$ cat src/rtl/fetch_pkg.sv
package fetch_pkg;

  typedef enum logic {
    FM_WARMUP = 1'b0,
    FM_CREDIT = 1'b1
  } fetch_mode_e;

  function automatic int unsigned clamp_lanes(input int unsigned req, input int unsigned cap);
    return (req > cap) ? cap : req;
  endfunction

endpackage

$ cat src/rtl/fetch_credit_gate.sv
module fetch_credit_gate
  import fetch_pkg::*;
#(
  parameter int LANES    = 5,
  parameter int CREDIT_W = 4,
  parameter int WARMUP   = 2,
  parameter int LAG      = 2,
  parameter int CNT_W    = $clog2(LANES + 1)
) (
  input  logic                clk,
  input  logic                rst,
  input  logic [CREDIT_W-1:0] credit_i,
  output logic [CNT_W-1:0]    count_o
);

  localparam int WU_W = $clog2(WARMUP + 1);

  logic [LAG-1:0][CREDIT_W-1:0] lag_q;
  logic [WU_W-1:0]              warm_q;
  fetch_mode_e                  mode;

  always_ff @(posedge clk) begin
    if (rst) begin
      lag_q <= '0;
    end else begin
      for (int s = LAG - 1; s > 0; s--) begin
        lag_q[s] <= lag_q[s-1];
      end
      lag_q[0] <= credit_i;
    end
  end

  always_ff @(posedge clk) begin
    if (rst) begin
      warm_q <= '0;
    end else if (mode == FM_WARMUP) begin
      warm_q <= warm_q + WU_W'(1);
    end
  end

  assign mode = (int'(warm_q) < WARMUP) ? FM_WARMUP : FM_CREDIT;

  always_comb begin
    if (mode == FM_WARMUP) begin
      count_o = CNT_W'(LANES);
    end else begin
      count_o = CNT_W'(clamp_lanes(int'(lag_q[LAG-1]), LANES));
    end
  end

endmodule

$ cat src/rtl/fetch_pc_unit.sv
module fetch_pc_unit #(
  parameter int AW       = 16,
  parameter int RESET_PC = 256,
  parameter int CNT_W    = 3
) (
  input  logic             clk,
  input  logic             rst,
  input  logic [CNT_W-1:0] count_i,
  input  logic             redirect_i,
  input  logic [AW-1:0]    retired_pc_i,
  output logic [AW-1:0]    pc_o
);

  logic [AW-1:0] pc_q;

  always_ff @(posedge clk) begin
    if (rst) begin
      pc_q <= AW'(RESET_PC);
    end else if (redirect_i) begin
      pc_q <= retired_pc_i + AW'(1);
    end else begin
      pc_q <= pc_q + AW'(count_i);
    end
  end

  assign pc_o = pc_q;

endmodule

$ cat src/rtl/fetch_lane.sv
module fetch_lane #(
  parameter int           AW     = 16,
  parameter int           IW     = 32,
  parameter int           OPC_W  = 4,
  parameter logic [3:0]   BR_OPC = 4'hB,
  parameter int           LANE   = 0
) (
  input  logic          clk,
  input  logic          rst,
  input  logic [AW-1:0] base_pc_i,
  input  logic          active_i,
  input  logic [IW-1:0] instr_i,
  output logic [AW-1:0] addr_o,
  output logic          en_o,
  output logic          v_o,
  output logic [AW-1:0] pc_o,
  output logic [IW-1:0] instr_o,
  output logic          br_o,
  output logic [AW-1:0] tgt_o
);

  logic is_br;

  assign addr_o = base_pc_i + AW'(LANE);
  assign en_o   = active_i;
  assign is_br  = (instr_i[IW-1 -: OPC_W] == OPC_W'(BR_OPC));

  always_ff @(posedge clk) begin
    if (rst) begin
      v_o     <= 1'b0;
      pc_o    <= '0;
      instr_o <= '0;
      br_o    <= 1'b0;
      tgt_o   <= '0;
    end else begin
      v_o     <= active_i;
      pc_o    <= active_i ? addr_o : '0;
      instr_o <= active_i ? instr_i : '0;
      br_o    <= active_i & is_br;
      tgt_o   <= (active_i && is_br) ? addr_o + AW'(1) : '0;
    end
  end

endmodule

$ cat src/rtl/fetch_ctrl.sv
module fetch_ctrl #(
  parameter int         LANES    = 5,
  parameter int         AW       = 16,
  parameter int         IW       = 32,
  parameter int         CREDIT_W = 4,
  parameter int         RESET_PC = 256,
  parameter int         WARMUP   = 2,
  parameter int         LAG      = 2,
  parameter logic [3:0] BR_OPC   = 4'hB
) (
  input  logic                clk,
  input  logic                rst,
  input  logic [CREDIT_W-1:0] credit_i,
  input  logic                flush_i,
  input  logic [AW-1:0]       retired_pc_i,
  output logic [LANES*AW-1:0] imem_addr_o,
  output logic [LANES-1:0]    imem_en_o,
  input  logic [LANES*IW-1:0] imem_data_i,
  output logic [LANES-1:0]    grp_valid_o,
  output logic [LANES*AW-1:0] grp_pc_o,
  output logic [LANES*IW-1:0] grp_instr_o,
  output logic [LANES-1:0]    grp_branch_o,
  output logic [LANES*AW-1:0] grp_target_o
);

  localparam int CNT_W = $clog2(LANES + 1);

  logic [CNT_W-1:0] count;
  logic [AW-1:0]    pc;

  fetch_credit_gate #(
    .LANES(LANES), .CREDIT_W(CREDIT_W), .WARMUP(WARMUP), .LAG(LAG), .CNT_W(CNT_W)
  ) u_gate (
    .clk(clk), .rst(rst), .credit_i(credit_i), .count_o(count)
  );

  fetch_pc_unit #(
    .AW(AW), .RESET_PC(RESET_PC), .CNT_W(CNT_W)
  ) u_pc (
    .clk(clk), .rst(rst), .count_i(count), .redirect_i(flush_i),
    .retired_pc_i(retired_pc_i), .pc_o(pc)
  );

  for (genvar g = 0; g < LANES; g++) begin : g_lane
    fetch_lane #(
      .AW(AW), .IW(IW), .OPC_W(4), .BR_OPC(BR_OPC), .LANE(g)
    ) u_lane (
      .clk(clk),
      .rst(rst),
      .base_pc_i(pc),
      .active_i(CNT_W'(g) < count),
      .instr_i(imem_data_i[g*IW +: IW]),
      .addr_o(imem_addr_o[g*AW +: AW]),
      .en_o(imem_en_o[g]),
      .v_o(grp_valid_o[g]),
      .pc_o(grp_pc_o[g*AW +: AW]),
      .instr_o(grp_instr_o[g*IW +: IW]),
      .br_o(grp_branch_o[g]),
      .tgt_o(grp_target_o[g*AW +: AW])
    );
  end

endmodule

$ cat config.mk
export PLATFORM = sky130hd
export DESIGN_NAME = fetch_ctrl
export DESIGN_NICKNAME = d
export VERILOG_FILES = /design/src/rtl/fetch_pkg.sv /design/src/rtl/fetch_credit_gate.sv /design/src/rtl/fetch_pc_unit.sv /design/src/rtl/fetch_lane.sv /design/src/rtl/fetch_ctrl.sv
export SDC_FILE = /design/constraint.sdc
export NUM_CORES = 1
export LEC_CHECK = 0
export ABC_AREA = 1
export BUFFER_PORTS_ARGS = -buffer_cell sky130_fd_sc_hd__buf_2
export CORE_AREA = 4 4 229 231
export CTS_BUF_LIST = sky130_fd_sc_hd__clkbuf_8
export DETAILED_ROUTE_END_ITERATION = 10
export DIE_AREA = 0 0 233 235
export PLACE_DENSITY_LB_ADDON = 0.15
export SETUP_SLACK_MARGIN = 0.4
export SYNTH_ARGS = -nofsm -noshare
export SYNTH_HDL_FRONTEND = slang
export SYNTH_SLANG_ARGS = --single-unit
$ cat constraint.sdc
create_clock -name clk -period 2.2 [get_ports clk]
set_input_delay 0.22 -clock clk [delete_from_list [all_inputs] [get_ports clk]]
set_output_delay 0.22 -clock clk [all_outputs]
set_load 0.005 [all_outputs]
Yosys cells after proc, flatten, opt, wreduce, memory -nomap -nowiden --
Cells that the tools add are included.
Word-level totals: register bits after elaboration 356, output and inout bits 415, word-level logic and storage cells 85
Operators by class: add/sub/neg operators 11, magnitude comparators 7, equal/unequal tests 5, muxes and demuxes 3, bitwise logic cells 15, reduce and logical (&&, ||, !) cells 15
Operators with widths (count):
- 16-bit by 1-bit adder with 16-bit output, second input constant | 6
- 16-bit by 2-bit adder with 16-bit output, second input constant | 2
- 4-bit == test, second input constant | 5
- 2-bit OR reduction | 10
- 16-bit by 3-bit adder with 16-bit output | 1
- 16-bit by 3-bit adder with 16-bit output, second input constant | 1
- 16-bit 2-to-1 mux | 1
- 1-bit inverter | 10
- 1-bit by 3-bit less-than comparator with 1-bit output, first input constant | 2
- 2-bit by 3-bit less-than comparator with 1-bit output, first input constant | 2
- 3-bit 2-to-1 mux | 2
- 1-bit AND | 5
- 1-bit logical AND | 5
- 4-bit by 3-bit > comparator with 1-bit output, second input constant | 1
- 3-bit less-than comparator, first input constant | 1
- 2-bit by 1-bit adder with 2-bit output, second input constant | 1
- 2-bit less-than comparator, second input constant | 1

Longest topological paths before layout --
word-level depth 7, depth in mapped cells 16

Cells and area by module --
A second synthesis with hierarchy kept.
Unflattened totals: cell total of the unflattened synthesis 1946, area total of the unflattened synthesis 14609.0 sq um
By module, submodules not included:
- fetch_lane (g_lane[3].u_lane) | times used 1, cells an instance 351, area each 2715.1 sq um, seq. area each 1321.3 sq um
- fetch_lane (g_lane[2].u_lane) | times used 1, cells an instance 348, area each 2658.8 sq um, seq. area each 1321.3 sq um
- fetch_lane (g_lane[4].u_lane) | times used 1, cells an instance 345, area each 2586.2 sq um, seq. area each 1321.3 sq um
- fetch_lane (g_lane[1].u_lane) | times used 1, cells an instance 337, area each 2573.7 sq um, seq. area each 1321.3 sq um
- fetch_lane (g_lane[0].u_lane) | times used 1, cells an instance 291, area each 2339.7 sq um, seq. area each 1321.3 sq um
- fetch_pc_unit | times used 1, cells an instance 226, area each 1378.8 sq um, seq. area each 320.3 sq um
- fetch_credit_gate | times used 1, cells an instance 41, area each 327.8 sq um, seq. area each 200.2 sq um
- fetch_ctrl | times used 1, cells an instance 7, area each 28.8 sq um, seq. area each 0.0 sq um

Least setup slack after synthesis --
Ideal clock, no wire load.
path kind reg2reg, start reg u_pc.pc_q[0], in the netlist u_pc.pc_o[0], end reg g_lane[3].u_lane.tgt_o[15], library setup time 0.115 ns, arrival time 2.296 ns, required time 2.085 ns, path slack -0.211 ns, cell stages (with the launch flop) 13, buffers on the path 0, period minus slack after synthesis 2.411 ns, cell sequence dfxtp_1 > clkinv_1 > ha_1 > inv_1 > nand2_1 > nor2_1 > nand2_1 > nor2_1 > nand3_2 > nor2_4 > nand3_1 > nand2_1 > nor2_1
On the way: longest elaborated chain between the ends 2
RTL lines:
- start: declaration | RTL line fetch_pc_unit.sv:14 | logic [AW-1:0] pc_q;
- start signal: assignment | RTL line fetch_pc_unit.sv:18 | pc_q <= AW'(RESET_PC);
- start signal: assignment | RTL line fetch_pc_unit.sv:20 | pc_q <= retired_pc_i + AW'(1);
- start signal: assignment | RTL line fetch_pc_unit.sv:22 | pc_q <= pc_q + AW'(count_i);
- 16-bit by 2-bit adder with 16-bit output | RTL line fetch_lane.sv:24 | assign addr_o = base_pc_i + AW'(LANE);
- named net imem_addr_o[49] | RTL line fetch_ctrl.sv:16 | output logic [LANES*AW-1:0] imem_addr_o,
- 16-bit by 1-bit adder with 16-bit output | RTL line fetch_lane.sv:40 | tgt_o <= (active_i && is_br) ? addr_o + AW'(1) : '0;
- end signal: assignment | RTL line fetch_lane.sv:40
- end: declaration | RTL line fetch_lane.sv:19 | output logic [AW-1:0] tgt_o
The timed path passes the listed nets, and every way through them passes these cells. A chain may end at the register's enable or synchronous reset.

Worst setup path in the final report --
start reg u_pc.pc_q[2], in the netlist u_pc.pc_o[2], end out imem_addr_o[63]
On the way: longest elaborated chain between the ends 1
RTL lines (RTL line):
- 16-bit by 2-bit adder with 16-bit output | fetch_lane.sv:24
- end: declaration | fetch_ctrl.sv:16
No other way between the ends.

==> impl_results.md <==
* Layout area overhead at 93.7%
* GRT Residual Overflow at 0
* Worst Setup Path Type: reg -> out
* Final nets at 2963
* Min Clock Period, post-route at 2.41 ns
* Crit path max fanout at 5
* Failing checks: negative setup slack
* GPL Wtd Cong at 0.882
* Synthesized cell area at between 10000 and 15000 µm²
* Reg clk slew, reported paths at 0.07 ns
* Lkg Pwr at 12.9 nW
* Setup ws final at -0.207 ns
* Worst skew pair latency at 0.67 ns
* Slew Viols, Final at 0
* Gr usage total at 21.7%
* Mean post-synth cell area at 7.81 µm²
* Most frequent CP cell: buf_6
* CTS tree: built
* IO Port Bufs at 597
* Fillers at 4848
* Worst Skew at ~0.025 ns
* Synth async-reset ratio at 0%
* DP HPWL at 46100 µm
* Post-synthesis net count at 1854
* Total power at 16.5 mW
* Slew HR at 64.3%
* Nature of the critical path startpoint: flop
* Setup tns final at -4.42 ns
* Routed Antenna Nets at 0
* Htree depth at 2
* Core area at between 50000 and 60000 µm²
* Yosys cell types at 37
* Final setup violation count at 55
* First-pass GRT wire length at 90100 µm
* CP Cell Sequence: buf_6 > ha_4 > nand2_4 > nand2_8 > nand2_2 > nor2_4 > xor2_2 > buf_6 > buf_6
* Drt total wl at 64100 µm
* PD cells at 658 nW/µm²
* Top_reg_cell synth: dfxtp_1
* YS warnings at 0
* Initial antenna violation count at 1
* Mapped Cells at 1657
* Buffers & Inverters on Critical Path at 3
* Layout cell share with drive strength beyond 1 at 51.2%
* Iteration-0 DRC Markers at 632
* Post-synth EDFFs at 0
* Period utilisation layout at 109%
* Register area share after synthesis at 55.1%
* Row count at 82
* Clock root buffer: clkbuf_8
* Via Count at 14.6k
* Most common cell after layout, fill and taps aside: buf_2
* Highest cell delay on the worst timing path at 0.40 ns
* Clk buf depth at 3
* Synth Register Bits at roughly 360
* Die Y at 235 µm
* Die ar. at 54800 µm²
* Max Cap Viol at 0
* Min-delay worst type: in -> reg
* Ports at 598
* DRC Markers at 0
* Outcome: complete, but fails checks
* Critical Path End Type: primary output
* FMAX at just over 0.4 GHz
* Die width at 233 µm
* Register area at 7180 µm²
* TritonRoute pass-1 iters at 5
* Number of global-route vias before repair at roughly 15k
* DR vias/cell at 4.20
* Peak VDD IR at about 0.38 mV
* Worst Tran Pin Value at 0.536 ns
* WP data arrival at about 2.2 ns
* Crit-path slowest cell: dfxtp_4
* Req. time, crit path at 1.98 ns
* Initial core utilization at 25.8%
* Clk sinks at 356
* Family with the most delay on the worst path: simple AND/OR/NAND/NOR gates
* Most frequent cells in the layout: buf_2, dfxtp_1, nor2_1, inv_1, buf_4
* Inserted Clock Buffers at 61
* Fin. Hold Viols at 0
* RSZ-0062 raised after global routing: yes
* Pin count of the biggest net entering global routing at 50
* Multi-input logic area at between 6000 and 7000 µm²
* Wirelength per Cell at around 18 µm
[synthesized netlist by cell type, types with 3 or more instances]
master,count,area [µm²]
nor2_1,373,1400
dfxtp_1,356,7130
inv_1,280,1050
nand2_1,242,908
nand3_1,80,400
a21oi_1,63,315
o21ai_0,41,205
buf_4,23,173
clkbuf_1,23,86.3
nand2_2,21,131
nand4_1,19,119
buf_2,17,85.1
nor2_2,16,100
nor3_1,14,70.1
xor2_1,14,123
ha_1,13,163
inv_2,10,37.5
nor2_4,8,90.1
nand3_2,6,60.1
nand2_4,5,56.3
o21ai_1,5,25.0
buf_1,3,11.3
nor3b_1,3,22.5
o21a_1,3,22.5
[sequential cells by signal, indices dropped and copies added (netlist names)]
name,flops
g_lane.u_lane.br_o,5
u_gate.warm_q,2
u_pc.pc_o,16
u_gate.lag_q,8
g_lane.u_lane.v_o,5
g_lane.u_lane.tgt_o,80
g_lane.u_lane.instr_o,160
g_lane.u_lane.pc_o,80
[final cells by class]
| type | instances | share of cell area, % |
|---|---|---|
| multi-input combinational | 941 | 24.8 |
| clock inverter | 30 | 0.684 |
| inverter | 293 | 4.93 |
| antenna | 1 | 0.00998 |
| sequential | 356 | 28.6 |
| tap | 672 | 3.35 |
| timing repair buffer | 1113 | 33.2 |
| clock buffer | 81 | 4.45 |
[stage by stage]
stage / hold WS [ns] / std cells / setup slack, ns / cell area (µm²) / utilization, %
after floorplan: 0.304 / 1657 / 0.168 / 13100 / -
after global placement: 0.396 / 2960 / 0.0190 / 17300 / 34.6
after detailed placement: 0.394 / 2960 / -0.0538 / 17300 / 34.6
after CTS: 0.0124 / 3397 / -0.257 / 23300 / 46.6
after global routing: 0.0595 / 3487 / -0.299 / 25100 / 50.1
final: 0.0870 / 3487 / -0.207 / 25100 / 50.1
[worst register-to-register path, stage by stage (launching register included)]
cell and delay, ns:
dfxtp_4 0.41, ha_4 0.25, nand2_4 0.08, nor2_4 0.13, buf_6 0.12, buf_6 0.11
nand3_2 0.07, nand2_2 0.09, buf_6 0.10, buf_6 0.09, buf_6 0.08, buf_6 0.09
nand4_1 0.16, nor2_2 0.20, nand3_1 0.10, nand2_1 0.07, nor2_1 0.04
[cell families after synthesis]
| logic type | count (synthesis) | synth area share, % |
|---|---|---|
| buf+inv | 360 | 11.3 |
| flops | 356 | 55.1 |
| compound gates | 118 | 4.73 |
| fa+ha+maj | 14 | 1.41 |
| simple gates | 793 | 26.4 |
| xor+xnor | 16 | 1.08 |
[final timing paths]
| kind | depth (start not counted) | slack [ns] | from | to |
|---|---|---|---|---|
| worst max-delay path | 9 | -0.21 | u_pc.pc_o[2] | imem_addr_o[63] |
| worst min-delay path | 5 | 0.09 | retired_pc_i[1] | u_pc.pc_o[3] |
| worst max register to register | 16 | -0.10 | u_pc.pc_o[1] | g_lane[1].u_lane.tgt_o[14] |
| worst min register to register | 2 | 0.39 | u_gate.lag_q[2] | u_gate.lag_q[6] |
[power by group]
group / leakage, nW / switching (mW) / internal, mW
clock: 0.743 / 2.79 / 3.40
sequential: 2.93 / 0.125 / 6.79
combinational: 9.20 / 1.75 / 1.63
total: 12.9 / 4.66 / 11.8
[repair_timing]
| action | CTS | global route |
|---|---|---|
| endpoints found under the setup margin | 214 | 294 |
| setup buffers | 147 | 82 |
| gates resized for setup | 475 | 253 |
| hold buffers | 179 | 0 |
| pin swaps | 132 | 120 |
| hold endpoints to repair | 192 | 0 |
| cloned | 0 | 7 |
[layer usage]
metal	track usage (%)	wire length, µm
met1	25.5	25800
met2	37.6	31800
met3	5.64	4360
met4	8.15	2110
met5	0	0
No activity file was read; power rests on OpenSTA's default activity.
